$ cat config.mk
export PLATFORM = sky130hd
export DESIGN_NAME = pause_sched
export DESIGN_NICKNAME = d
export VERILOG_FILES = /design/src/rtl/pause_pkg.sv /design/src/rtl/pause_chan.sv /design/src/rtl/pause_fsm.sv /design/src/rtl/pause_sched.sv
export SDC_FILE = /design/constraint.sdc
export NUM_CORES = 1
export LEC_CHECK = 0
export BUFFER_PORTS_ARGS = -buffer_cell sky130_fd_sc_hd__buf_2
export CAP_MARGIN = 20
export CORE_MARGIN = 1.5
export CORE_UTILIZATION = 60
export CTS_BUF_LIST = sky130_fd_sc_hd__clkbuf_8
export CTS_CLUSTER_DIAMETER = 120
export DETAILED_ROUTE_END_ITERATION = 6
export PLACE_DENSITY = 0.85
export SLEW_MARGIN = 20
export SYNTH_ARGS = -nofsm -noshare
export SYNTH_HDL_FRONTEND = slang
export SYNTH_SLANG_ARGS = --single-unit
export TNS_END_PERCENT = 20
$ cat constraint.sdc
create_clock -name clk -period 6.14 [get_ports clk]
set_input_delay 0.921 -clock clk [delete_from_list [all_inputs] [get_ports clk]]
set_output_delay 0.921 -clock clk [all_outputs]
set_load 0.02 [all_outputs]
$ cat src/rtl/pause_pkg.sv
package pause_pkg;
    localparam int unsigned NCH_DEF = 9;
    localparam int unsigned TW_DEF  = 16;

    typedef enum logic [1:0] {
        ST_IDLE = 2'd0,
        ST_ARM  = 2'd1,
        ST_SEND = 2'd2
    } sched_st_t;
endpackage

$ cat src/rtl/pause_chan.sv
// One refresh channel: pending flag plus countdown timer.
module pause_chan #(
    parameter int unsigned TW = 16
) (
    input  logic          clk,
    input  logic          rst_n,
    input  logic          act,
    input  logic          resend,
    input  logic          tick,
    input  logic          clr,
    input  logic [TW-1:0] ivl,
    output logic          pend
);
    localparam logic [TW-1:0] ONE = TW'(1);

    logic [TW-1:0] cnt;
    logic          act_q;

    always_ff @(posedge clk or negedge rst_n) begin
        if (!rst_n) begin
            pend  <= 1'b0;
            cnt   <= '0;
            act_q <= 1'b0;
        end else begin
            act_q <= act;
            if (!act) begin
                pend <= 1'b0;
                cnt  <= '0;
            end else if (resend || !act_q) begin
                pend <= 1'b1;
                cnt  <= ivl;
            end else if (clr) begin
                pend <= 1'b0;
                cnt  <= ivl;
            end else if (tick) begin
                if (cnt <= ONE) begin
                    pend <= 1'b1;
                    cnt  <= ivl;
                end else begin
                    cnt <= cnt - ONE;
                end
            end
        end
    end
endmodule

$ cat src/rtl/pause_fsm.sv
// Issue state machine: waits for idle boundary, presents vector until accepted.
module pause_fsm
    import pause_pkg::*;
#(
    parameter int unsigned NCH = 9
) (
    input  logic           clk,
    input  logic           rst_n,
    input  logic [NCH-1:0] elig,
    input  logic           tx_idle,
    input  logic           tx_ack,
    output logic           send,
    output logic [NCH-1:0] send_vec,
    output logic [NCH-1:0] clr,
    output logic [NCH-1:0] sent
);
    localparam int unsigned GIDX = NCH - 1;
    localparam logic [NCH-1:0] GVEC = NCH'(1) << GIDX;

    sched_st_t      st, st_nx;
    logic [NCH-1:0] vec_q, pick;
    logic           any_elig, accept;

    always_comb begin
        if (elig[GIDX]) pick = GVEC;
        else            pick = elig & ~GVEC;
    end

    assign any_elig = |elig;
    assign accept   = (st == ST_SEND) && tx_ack;

    always_comb begin
        st_nx = st;
        unique case (st)
            ST_IDLE: if (any_elig) st_nx = ST_ARM;
            ST_ARM: begin
                if (!any_elig)    st_nx = ST_IDLE;
                else if (tx_idle) st_nx = ST_SEND;
            end
            ST_SEND: if (tx_ack) st_nx = ST_IDLE;
            default: st_nx = ST_IDLE;
        endcase
    end

    // State register plus the registered vector and status pulse.
    always_ff @(posedge clk or negedge rst_n) begin
        if (!rst_n) begin
            st    <= ST_IDLE;
            vec_q <= '0;
            sent  <= '0;
        end else begin
            st   <= st_nx;
            sent <= accept ? vec_q : '0;
            if (st == ST_ARM && st_nx == ST_SEND) vec_q <= pick;
        end
    end

    // Outputs decoded from state.
    always_comb begin
        send     = 1'b0;
        send_vec = '0;
        clr      = '0;
        unique case (st)
            ST_SEND: begin
                send     = 1'b1;
                send_vec = vec_q;
                clr      = tx_ack ? vec_q : '0;
            end
            default: ;
        endcase
    end
endmodule

$ cat src/rtl/pause_sched.sv
module pause_sched
    import pause_pkg::*;
#(
    parameter int unsigned NCH = NCH_DEF,
    parameter int unsigned TW  = TW_DEF
) (
    input  logic              clk,
    input  logic              rst_n,
    input  logic [NCH-1:0]    req,
    input  logic [NCH-1:0]    en,
    input  logic              resend,
    input  logic              tick,
    input  logic [NCH*TW-1:0] refresh_ivl,
    input  logic              tx_idle,
    input  logic              tx_ack,
    output logic              send,
    output logic [NCH-1:0]    send_vec,
    output logic [NCH-1:0]    sent
);
    logic [NCH-1:0] act, pend, clr;

    assign act = req & en;

    for (genvar i = 0; i < NCH; i++) begin : g_chan
        pause_chan #(.TW(TW)) u_chan (
            .clk   (clk),
            .rst_n (rst_n),
            .act   (act[i]),
            .resend(resend),
            .tick  (tick),
            .clr   (clr[i]),
            .ivl   (refresh_ivl[i*TW +: TW]),
            .pend  (pend[i])
        );
    end

    pause_fsm #(.NCH(NCH)) u_fsm (
        .clk     (clk),
        .rst_n   (rst_n),
        .elig    (pend & act),
        .tx_idle (tx_idle),
        .tx_ack  (tx_ack),
        .send    (send),
        .send_vec(send_vec),
        .clr     (clr),
        .sent    (sent)
    );
endmodule

* Yosys cells after proc, flatten, opt, wreduce, memory -nomap -nowiden
Cells that the tools add are included.
** Storage, ports and cells
- Register bits after elaboration :: 182
- Input bits :: 168
- Word-level logic and storage cells :: 203
** Operators by class
- $add $sub $neg :: 9
- Magnitude comparators :: 9
- Equal/unequal tests :: 21
- Multiplexer cells :: 101
- Bitwise gates (word level) :: 2
- Reductions and logical operators :: 31
** Operators by type and width (count)
- $mux W16 :: 45
- $le A16 B1 Y1 const B :: 9
- $sub A16 B1 Y16 const B :: 9
- $mux W1 :: 46
- $mux W9 :: 5
- $ne A4 B1 Y1 const B :: 9
- $ne A4 B2 Y1 const B :: 9
- $and A9 B9 Y9 :: 2
- $reduce_and A2 Y1 :: 9
- $logic_not A1 Y1 :: 9
- $logic_or A1 B1 Y1 :: 9
- $reduce_or A9 Y1 :: 1
- $mux W2 :: 4
- $pmux W2 S3 :: 1
- $eq A2 B2 Y1 const B :: 2
- $eq A2 B1 Y1 const B :: 1
- $logic_and A1 B1 Y1 :: 2
- $logic_not A2 Y1 :: 1

* Logic depth before layout (Yosys ltp)
- Word-level depth :: 7
- Gate-level depth with buffers :: 10

* Hierarchy
From an unflattened synthesis, not the netlist that was laid out.
** Unflattened totals
- Cells, all modules :: 1421
- Area, all modules :: 12197.9 um^2
** Modules (own cells, without submodules)
- pause_chan (g_chan[0].u_chan ...) :: instances 8, cells an instance 148, area each 1241.2 um^2
- pause_chan (g_chan[8].u_chan) :: instances 1, cells an instance 145, area each 1268.7 um^2
- pause_fsm :: instances 1, cells an instance 74, area each 887.1 um^2
- pause_sched :: instances 1, cells an instance 18, area each 112.6 um^2

* Worst setup path after synthesis
No wires, ideal clock.
- Path type :: input-to-reg
- Start point :: in tx_ack
- End point :: reg g_chan[3].u_chan.cnt[10]
- Setup time :: 138 ps
- Data arrival time :: 2558 ps
- Slack :: 3444 ps
- Stages :: 10
- Buffers on the path :: 3
- Cell sequence :: clkbuf_1 -> and3b_1 -> nand2_1 -> inv_1 -> or3_1 -> buf_2 -> a21oi_2 -> buf_4 -> mux2i_1 -> o22ai_1
** On the way
- Cells in the longest elaborated chain, start to end :: 5
** Ends and longest elaborated chain
- start, declared :: line pause_sched.sv:15 : input logic tx_ack,
- $mux W9 * :: line pause_fsm.sv:67 : clr = tx_ack ? vec_q : '0;
- $mux W9 * :: line pause_fsm.sv:63 : unique case (st)
- $mux W16 :: line pause_chan.sv:32 : end else if (clr) begin
- $mux W16 :: line pause_chan.sv:29 : end else if (resend || !act_q) begin
- $mux W16 :: line pause_chan.sv:26 : if (!act) begin
- end signal, assigned :: line pause_chan.sv:31 : cnt <= ivl;
- end signal, assigned :: line pause_chan.sv:34 : cnt <= ivl;
- end signal, assigned :: line pause_chan.sv:38 : cnt <= ivl;
- end, declared :: line pause_chan.sv:16 : logic [TW-1:0] cnt;
Every way passes the cells marked *; elsewhere a longest branch is shown, timed or not.
A chain may end at the register's enable or synchronous reset.

* Final worst setup path
- Start point :: reg g_chan[1].u_chan.cnt[8]
- End point :: reg g_chan[1].u_chan.cnt[9]
** On the way
- Cells in the longest elaborated chain, start to end :: 6
** Ends and longest elaborated chain
- start, declared :: line pause_chan.sv:16
- start signal, assigned :: line pause_chan.sv:31
- start signal, assigned :: line pause_chan.sv:34
- start signal, assigned :: line pause_chan.sv:38
- $sub A16 B1 Y16 or $le A16 B1 Y1 (tied branches) :: line pause_chan.sv:40, pause_chan.sv:36
- $mux W16 * :: line pause_chan.sv:36 : if (cnt <= ONE) begin
- $mux W16 * :: line pause_chan.sv:35 : end else if (tick) begin
- $mux W16 * :: line pause_chan.sv:32
- $mux W16 * :: line pause_chan.sv:29
- $mux W16 * :: line pause_chan.sv:26
Every way passes the cells marked *; elsewhere a longest branch is shown, timed or not. The select of a mux whose other input is x is not followed.

==> flow_summary.json <==
{
  "grt_pass1_vias": 10795,
  "worstSetupPathType": "reg2reg",
  "timing.hold.ws_ps": 316,
  "powerDensity_mw_per_mm2": 222,
  "rsz0062_at_grt": "no",
  "worstMarginPinSlew_ps": 1050,
  "skew_ps": 14.5,
  "path_clk_slew_ps": 100,
  "maxSlewHeadroom": 0.297,
  "postCtsHoldBufs": 0,
  "maxCapViolations": 0,
  "overflow": 0,
  "cp-end-kind": "flop",
  "post-place-ws_ps": 2910,
  "status": "complete, but fails checks",
  "grt_pass1_wl_um": 51900,
  "synth.area.top_cells": "dfrtp_1 (39%), mux2i_1 (6.9%), o22ai_1 (3.6%)",
  "die_h_um": 142,
  "drt_wl_total_um": 31800,
  "synth_cell_types": 84,
  "min_period_over_period": 0.501,
  "grt_max_degree": 132,
  "finish.instance_area_mm2": 0.0132,
  "layout_min_cycle_time_ps": 3080,
  "antenna_found_initial": 1,
  "syn-cell-area_mm2": 0.0116,
  "use_met1": 0.434,
  "hold_path.class": "in2async",
  "final_common_cell": "buf_2",
  "rr_endpoint": "g_chan[1].u_chan.cnt[9]",
  "grt_busiest_layer": "met2",
  "vdd_ir_drop_max_v": 0.000139,
  "place_hpwl_um": 22300,
  "placed_area_mm2": 0.0127,
  "multi_input_area_mm2": 0.00645,
  "path_max_fanout": 20,
  "synthCells": 1331,
  "vias": 11449,
  "nets": 1676,
  "syn_avg_cell_area_um2": 8.72,
  "clock_latency_ps": 460,
  "crit_required_ps": 6490,
  "reg2reg_from": "g_chan[1].u_chan.cnt[8]",
  "async_flop_share": 1.00,
  "synth_edf_count": 0,
  "wl_per_cell_um": 18.0,
  "r2r_setup_slack_ps": 3060,
  "yosysWarnings": 0,
  "register_area_mm2": 0.00455,
  "r2r_cells": 5,
  "htree_levels": 4,
  "synth_top_area_share": 0.392,
  "violations": "design-rule violations",
  "cts_resized": 0,
  "cts_tree": "done",
  "yosysTopAreaCell": "dfrtp_1",
  "port_buffers": 186,
  "p_leak_nw": 5.97,
  "antenna_left": 0,
  "cts_buffers": 17,
  "timing.final.ws_setup_ps": 3060,
  "drive_above_1_share": 0.178,
  "startpoint": "g_chan[1].u_chan.cnt[8]",
  "ys_seq_elements": 182,
  "power_mw": 2.94,
  "rows": 50,
  "worst_path_max_delay_cell": "o21ai_2",
  "io_pins": 187,
  "syn-num-nets": 1517,
  "gp_congestion": 0.919,
  "core_area_mm2": 0.0188,
  "via_per_inst": 6.49,
  "met3_usage": 0.0606,
  "start_kind": "flop",
  "cts_root_buf": "clkbuf_8",
  "drtIter0Drc": 835,
  "met2_usage": 0.495,
  "initial_core_util": 0.617,
  "critical-path-max-stage-delay_ps": 760,
  "drtPass1Iterations": 7,
  "yosysSeqAreaShare": 0.392,
  "fill_cells": 1496,
  "layout_common_cells": "buf_2 (185), dfrtp_1 (182), inv_1 (93), nand2_1 (89), nor2_1 (85)",
  "drc": 2,
  "max_freq_mhz": 325,
  "clock-sinks": 182,
  "maxSlewViolCount": 0,
  "crit_end": "g_chan[1].u_chan.cnt[9]",
  "crit_chain": "or4_1 > or4_4 > o21ai_2 > mux2_2 > a32o_1",
  "synth_ff_type": "dfrtp_1",
  "hold_viol_final": 0,
  "synthToLayoutAreaGrowth_pct": 13.8,
  "post_cts_buffers": 0,
  "fp.dieArea_mm2": 0.0202,
  "worst-endpoint-arrival_ps": 3420,
  "die_x_um": 142,
  "grt_usage": 0.316,
  "cts_buffer_depth": 2,
  "fin_setup_tns_ps": 0,
  "setup_violations": 0
}
==> power by group <==
part | total, mW | switching (mW) | internal, mW
Sequential | 1.33 | 0.0704 | 1.26
Combinational | 0.672 | 0.412 | 0.260
Clock | 0.930 | 0.431 | 0.499
==> logic make-up after synthesis <==
group / count (synthesis) / synth area share
multiplexers: 87 / 0.0758
XOR/XNOR: 1 / 0.000755
adder cells (fa/ha/maj): 18 / 0.0194
AND/OR/NAND/NOR: 510 / 0.239
AO/OA/AOI/OAI: 380 / 0.220
flip-flops: 182 / 0.392
buffers and inverters: 153 / 0.0531
==> cells in the mapped netlist, drive strengths merged (49+ instances only) <==
library cell  number
mux2i             80
nand2             89
o22ai             66
nor4              50
nor3              62
a21oi             71
nor2              85
inv               89
dfrtp            182
clkbuf            49
nand3             56
o21ai             79
==> registers in the layout (all words and copies together) (netlist names) <==
signal / cells
g_chan.u_chan.cnt: 144
g_chan.u_chan.act_q: 9
u_fsm.vec_q: 9
u_fsm.sent: 9
g_chan.u_chan.pend: 9
u_fsm.st: 2
==> final cells by class <==
type	count	share of cell area
multi-input combinational	996	0.488
sequential	182	0.345
timing repair buffer	203	0.0822
inverter	90	0.0256
tap	260	0.0246
clock buffer	19	0.0198
clock inverter	13	0.0142
antenna	1	0.000189
==> critical path, delay by kind of cell, from the launching register on <==
kind	cells	cell delay, ps
AOI/OAI and AO/OA	2	970
DFF	1	460
muxes	1	420
and+or+nand+nor	2	1110
==> how the worst min path moves through the flow <==
| stage | startpoint | end | slack, ps |
|---|---|---|---|
| after floorplan | g_chan[1].u_chan.cnt[11] | g_chan[1].u_chan.cnt[11] | 450 |
| after global placement | g_chan[1].u_chan.cnt[11] | g_chan[1].u_chan.cnt[11] | 480 |
| after detailed placement | u_fsm.vec_q[1] | u_fsm.vec_q[1] | 480 |
| after CTS | g_chan[2].u_chan.cnt[10] | g_chan[2].u_chan.cnt[10] | 510 |
| after global routing | rst_n | g_chan[1].u_chan.cnt[5] | 330 |
| final | rst_n | g_chan[1].u_chan.cnt[5] | 320 |
==> routing by layer <==
layer / wire length [um] / part of all wire / vias up
li1: - / - / 5385
met1: 13900 / 0.44 / 5421
met2: 14300 / 0.45 / 544
met3: 2440 / 0.077 / 99
met4: 1090 / 0.034 / 0
met5: 0 / 0 / -
==> metrics by stage <==
step                      instances  utilization
after global placement         1727        0.675
after global routing           1763        0.701
after CTS                      1760        0.699
final                          1764        0.701
after detailed placement       1728        0.675
after floorplan                1331            -
Note: power is estimated with default switching activity, not from simulation.
